## src/rtl/drp_pkg.sv

```systemverilog
package drp_pkg;

    localparam int unsigned POS_W = 16;
    localparam int unsigned BUS_W = 32;

    typedef enum logic {
        ST_RUN  = 1'b0,
        ST_HALT = 1'b1
    } ring_st_e;

    typedef enum logic {
        SEL_LEN = 1'b0,
        SEL_POS = 1'b1
    } reg_sel_e;

endpackage

```

## src/rtl/drp_ctl_fsm.sv

```systemverilog
module drp_ctl_fsm
    import drp_pkg::*;
(
    input  logic     clk,
    input  logic     rst_n,
    input  logic     ctl_stop,
    input  logic     ctl_susp,
    output ring_st_e st,
    output logic     wr_open
);

    ring_st_e st_q;
    ring_st_e st_d;
    logic     hold_req;

    assign hold_req = ctl_stop | ctl_susp;

    // state register
    always_ff @(posedge clk or negedge rst_n) begin
        if (!rst_n) begin
            st_q <= ST_RUN;
        end else begin
            st_q <= st_d;
        end
    end

    // transitions: T_HOLD and T_RELEASE
    always_comb begin
        st_d = st_q;
        unique case (st_q)
            ST_RUN:  if (hold_req)  st_d = ST_HALT;
            ST_HALT: if (!hold_req) st_d = ST_RUN;
            default: st_d = ST_RUN;
        endcase
    end

    // outputs
    always_comb begin
        wr_open = 1'b0;
        unique case (st_q)
            ST_RUN:  wr_open = 1'b0;
            ST_HALT: wr_open = 1'b1;
            default: wr_open = 1'b0;
        endcase
    end

    assign st = st_q;

endmodule

```

## src/rtl/drp_len_reg.sv

```systemverilog
module drp_len_reg #(
    parameter int unsigned POS_W = 16
) (
    input  logic             clk,
    input  logic             wr_en,
    input  logic [POS_W-1:0] wdata,
    output logic [POS_W-1:0] len
);

    // power-up value: a ring of one entry; no reset term by intent
    logic [POS_W-1:0] len_r = '1;

    always_ff @(posedge clk) begin
        if (wr_en) begin
            len_r <= wdata;
        end
    end

    assign len = len_r;

endmodule

```

## src/rtl/drp_pos_cnt.sv

```systemverilog
module drp_pos_cnt #(
    parameter int unsigned POS_W = 16
) (
    input  logic             clk,
    input  logic             rst_n,
    input  logic             wr_en,
    input  logic [POS_W-1:0] wdata,
    input  logic             adv,
    input  logic [POS_W-1:0] len,
    output logic [POS_W-1:0] pos,
    output logic             wrap
);

    localparam logic [POS_W-1:0] ONE = POS_W'(1);

    logic [POS_W-1:0] pos_r = '0;
    logic [POS_W-1:0] pos_d;
    logic [POS_W-1:0] restart;
    logic             at_last;
    logic             wrap_r;
    logic             wrap_d;

    assign at_last = (pos_r == '0);
    assign restart = len + ONE;

    always_comb begin
        pos_d  = pos_r;
        wrap_d = 1'b0;
        if (wr_en) begin
            pos_d = wdata;
        end else if (adv) begin
            if (at_last) begin
                pos_d  = restart;
                wrap_d = 1'b1;
            end else begin
                pos_d = pos_r + ONE;
            end
        end
    end

    // position: survives reset
    always_ff @(posedge clk) begin
        pos_r <= pos_d;
    end

    always_ff @(posedge clk or negedge rst_n) begin
        if (!rst_n) begin
            wrap_r <= 1'b0;
        end else begin
            wrap_r <= wrap_d;
        end
    end

    assign pos  = pos_r;
    assign wrap = wrap_r;

endmodule

```

## src/rtl/drp_index_calc.sv

```systemverilog
module drp_index_calc #(
    parameter int unsigned POS_W = 16
) (
    input  logic [POS_W-1:0] pos,
    input  logic [POS_W-1:0] len,
    output logic [POS_W-1:0] idx,
    output logic             last
);

    assign idx  = pos - len - POS_W'(1);
    assign last = (pos == '0);

endmodule

```

## src/rtl/desc_ring_pos.sv

```systemverilog
module desc_ring_pos
    import drp_pkg::*;
#(
    parameter int unsigned POS_W = drp_pkg::POS_W,
    parameter int unsigned BUS_W = drp_pkg::BUS_W
) (
    input  logic             clk,
    input  logic             rst_n,
    input  logic             reg_wr,
    input  logic             reg_sel,
    input  logic [BUS_W-1:0] reg_wdata,
    output logic [BUS_W-1:0] reg_rdata,
    input  logic             ctl_stop,
    input  logic             ctl_susp,
    input  logic             adv,
    output logic             wrap,
    output logic [POS_W-1:0] desc_idx,
    output logic             last_desc
);

    ring_st_e         st;
    logic             wr_open;
    logic             len_we;
    logic             pos_we;
    logic [POS_W-1:0] wr_field;
    logic [POS_W-1:0] len_q;
    logic [POS_W-1:0] pos_q;
    logic [POS_W-1:0] rd_field;
    reg_sel_e         sel;

    assign sel      = reg_sel_e'(reg_sel);
    assign wr_field = reg_wdata[POS_W-1:0];
    assign len_we   = wr_open & reg_wr & (sel == SEL_LEN);
    assign pos_we   = wr_open & reg_wr & (sel == SEL_POS);

    drp_ctl_fsm u_fsm (
        .clk      (clk),
        .rst_n    (rst_n),
        .ctl_stop (ctl_stop),
        .ctl_susp (ctl_susp),
        .st       (st),
        .wr_open  (wr_open)
    );

    drp_len_reg #(.POS_W(POS_W)) u_len (
        .clk   (clk),
        .wr_en (len_we),
        .wdata (wr_field),
        .len   (len_q)
    );

    drp_pos_cnt #(.POS_W(POS_W)) u_pos (
        .clk   (clk),
        .rst_n (rst_n),
        .wr_en (pos_we),
        .wdata (wr_field),
        .adv   (adv),
        .len   (len_q),
        .pos   (pos_q),
        .wrap  (wrap)
    );

    drp_index_calc #(.POS_W(POS_W)) u_idx (
        .pos  (pos_q),
        .len  (len_q),
        .idx  (desc_idx),
        .last (last_desc)
    );

    always_comb begin
        rd_field = len_q;
        unique case (sel)
            SEL_LEN: rd_field = len_q;
            SEL_POS: rd_field = pos_q;
            default: rd_field = len_q;
        endcase
    end

    generate
        if (BUS_W > POS_W) begin : g_wide
            logic unused_hi;
            assign unused_hi = ^reg_wdata[BUS_W-1:POS_W];
            assign reg_rdata = {{(BUS_W-POS_W){1'b0}}, rd_field};
        end else begin : g_exact
            assign reg_rdata = rd_field;
        end
    endgenerate

endmodule

```

## config.mk

```make
export PLATFORM = sky130hd
export DESIGN_NAME = desc_ring_pos
export DESIGN_NICKNAME = d
export VERILOG_FILES = /design/src/rtl/drp_pkg.sv /design/src/rtl/drp_ctl_fsm.sv /design/src/rtl/drp_len_reg.sv /design/src/rtl/drp_pos_cnt.sv /design/src/rtl/drp_index_calc.sv /design/src/rtl/desc_ring_pos.sv
export SDC_FILE = /design/constraint.sdc
export NUM_CORES = 1
export LEC_CHECK = 0
export ABC_AREA = 1
export BUFFER_PORTS_ARGS = -buffer_cell sky130_fd_sc_hd__buf_4
export CAP_MARGIN = 10
export CORE_UTILIZATION = 45
export CTS_CLUSTER_SIZE = 25
export DETAILED_ROUTE_END_ITERATION = 16
export PLACE_DENSITY_LB_ADDON = 0.15
export SLEW_MARGIN = 0
export SYNTH_ARGS = -nofsm -noshare
export SYNTH_HDL_FRONTEND = slang
export SYNTH_SLANG_ARGS = --single-unit
```

## constraint.sdc

```tcl
create_clock -name clk -period 2.8 [get_ports clk]
set_clock_uncertainty 0.2 [all_clocks]
set_input_delay 0.28 -clock clk [delete_from_list [all_inputs] [get_ports clk]]
set_output_delay 0.28 -clock clk [all_outputs]
set_load 0.03 [all_outputs]
```

==> results.md <==
* IO Count at 89
* Max-capacitance violation count at 0
* Hold WS at 0.0567 ns
* Max Transition Viols Final at 0
* Pwr/cell area at 512 nW/um^2
* Overflow after GRT at 0
* Core box area at 6350 um^2
* Crit Path Max Fanout at 3
* Util after Layout at 0.613
* Worst min path class: in2reg
* Hold wc startpoint: adv
* Final min period at 2.78 ns
* Nature of the critical path endpoint: output pin
* Starting density of the core at 0.465
* Initial DRC count at 121
* Layout Cells excl Fill at 571
* Routed Antenna Nets at 0
* Hold EP: u_pos.wrap
* DRC Markers at 0
* Die H at 83.0 um
* Xor-xnor portion of the synthesized cell area at 0.0534
* Dpl cell area at 3510 um^2
* Post-Synth Simple-Gate Area at 0.306
* Routed len/inst at 12.7 um
* Largest net degree at the start of global routing at 34
* Synth Area in Adders at 0.0746
* Drt pass-1 iters at 4
* CP startpoint: u_len.len[0]
* YS warnings at 0
* CTS max path bufs at 2
* Clock Tree Root: clkbuf_8
* Post-Syn Area per Cell at 7.42 um^2
* Vias in the first global route at 2,575
* Post-Syn Area at 2950 um^2
* Slew HR at 0.609
* Port Buffer Count at 56
* Crit Path Class: reg2out
* Seq/Total Area, Yosys at 0.342
* FF-to-FF End: u_pos.pos[14]
* Post-DP HPWL at 5.78 mm
* Setup WS post-layout at 0.0220 ns
* RD Place Congestion at 0.953
* ANT cells at 0
* Syn Inst Count at 398
* CTS tree: built
* Cell Count Post-Placement at 540
* Synth top area share at 0.325
* Global-route wire length before repair at 12.1 mm
* Total track usage at 0.217
* CTS HTree Levels at 2
* Startpoint types: flip-flop
* Row count at 29
* Initial antenna violation count at 0
* Synth Area in Compound Gates at 0.0979
* Outcome: finished, final reports clean
* CTS Sinks at 34
* Commonest non-fill, non-tap cell in the layout: nand2_1
* Leading area contributor after synthesis: edfxtp_1
* Area of the multi-input gates at 1720 um^2
* Via density at 4.92
* RSZ-0062 raised after global routing: true
* Combinational family with the most area after synthesis: simple AND/OR/NAND/NOR gates
* FF-to-FF path depth at 12
* Leakage at 1.90 nW
* Worst slew pin tran at 0.583 ns
* Via Count at 2,808
* Register area at 1010 um^2
* Async S/R FF share, synth at 0.0588
* Total CTS buffers at 5
* FF-to-FF setup slack at 0.23 ns
* P&R area growth vs syn at 31.8%
* Reg2reg start: u_pos.pos[0]
* Final Hold Fails at 0
* Pre-CTS setup slack at -0.0427 ns
* Main synth FF type: edfxtp_1
* Synth area leaders: edfxtp_1 (33%), nand2_1 (14%), ha_1 (6.8%), inv_1 (6.2%), nand3_1 (4.7%)
* Most frequent cells in the layout: nand2_1 (104), buf_4 (74), inv_1 (47), edfxtp_1 (32), nand3_1 (28)
* Die Wd at 83.0 um
* WP data arrival at 2.30 ns
* Fin area at 3890 um^2
* Fmax at 0.360 GHz
* Fillers at 596
* WP data required at 2.32 ns
* # setup viols final at 0
* Clk_lat worst skew at 0.29 ns
* Unique masters post-synth at 37
* WHS Path Cells at 3
* Post-synth EDFFs at 32
* Fin nets at 550
* Die Area at 6890 um^2
* Clock-pin slew on the worst setup and hold paths at 0.06 ns
* Final Cycle Share at 0.992
* Total length of routed wires at 7.26 mm
* Layout cells sized above 1 at 0.269
* Post-synthesis register bit count at 34
* Max IR drop VDD at 0.297 mV
* Post-synthesis mux area share at 0.00381
[power breakdown]
part	leakage [nW]	internal (W)	switching, W	total [W]
registers	0.333	0.000612	0.0000408	0.000653
logic	1.53	0.000393	0.000604	0.000997
clock network	0.0383	0.000171	0.000170	0.000341
[flip-flops by register name (all words and copies together) (netlist names)]
register / flops
u_pos.pos: 16
u_len.len: 16
u_pos.wrap: 1
u_fsm.st: 1
[synth_stat cells (2+ instances only)]
| master | instances |
|---|---|
| nand3_1 | 28 |
| nor2_4 | 4 |
| nor2_1 | 27 |
| nor2_2 | 6 |
| clkbuf_1 | 4 |
| nand3_2 | 4 |
| xnor2_1 | 7 |
| a21oi_1 | 15 |
| buf_4 | 16 |
| dfrtp_1 | 2 |
| xor2_1 | 11 |
| ha_1 | 16 |
| inv_2 | 2 |
| o21ai_1 | 6 |
| buf_6 | 2 |
| o21bai_1 | 2 |
| nand4_1 | 2 |
| nand2_1 | 110 |
| edfxtp_1 | 32 |
| nand2_2 | 11 |
| o21ai_0 | 24 |
| a31oi_1 | 3 |
| inv_1 | 49 |
| nor3_1 | 2 |
[worst max-delay path by stage]
| stage | endpoint | slack [ns] |
|---|---|---|
| 2_1_floorplan | desc_idx[10] | -0.001 |
| 4_1_cts | desc_idx[10] | -0.02 |
| 6_report | desc_idx[12] | 0.02 |
| 5_1_grt | desc_idx[14] | -0.11 |
| 3_5_place_dp | desc_idx[14] | -0.04 |
| 3_3_place_gp | desc_idx[14] | 0.003 |
[area by class of cell]
| type | instances | area share |
|---|---|---|
| repair buffers | 97 | 0.203 |
| flip-flops and latches | 34 | 0.260 |
| inverters | 52 | 0.0501 |
| well taps | 77 | 0.0248 |
| multi-input cells | 304 | 0.443 |
| clock buffers | 7 | 0.0196 |
[critical path, stage by stage, from the launching register on]
cell	delay, ns
edfxtp_1	0.40
inv_2	0.09
ha_4	0.13
inv_2	0.03
fa_2	0.35
o21ai_2	0.19
a21oi_2	0.09
o21ai_2	0.13
nand2_1	0.08
nand2_2	0.11
nand2_2	0.06
nand2_2	0.07
xor2_2	0.14
buf_6	0.14
[cell families after synthesis]
logic type,after synthesis
AND/OR/NAND/NOR,198
adder cells (fa/ha/maj),17
multiplexers,1
buffers and inverters,75
AO/OA/AOI/OAI,54
flip-flops,34
XOR/XNOR,18
other,1
[layer usage]
layer / GRT usage / up-vias / wire, um
li1: - / 1446 / -
met4: 0.0517 / 0 / 71
met3: 0.0278 / 6 / 385
met5: 0 / - / 0
met1: 0.295 / 1278 / 3350
met2: 0.368 / 78 / 3450
[metrics by stage]
step	setup TNS (ns)	power (W)
4_1_cts	-0.0609	0.00197
2_1_floorplan	-0.00109	0.00129
3_5_place_dp	-0.113	0.00158
5_1_grt	-0.360	0.00211
6_report	0	0.00199
3_3_place_gp	0	0.00156
[repair_timing]
action	CTS	global route
buffers inserted	4	3
endpoints found under the setup margin	7	7
pin swaps	8	7
hold buffers	19	0
resized for setup	17	10
endpoints found under the hold margin	19	0
Note: power is estimated with default switching activity, not from simulation.
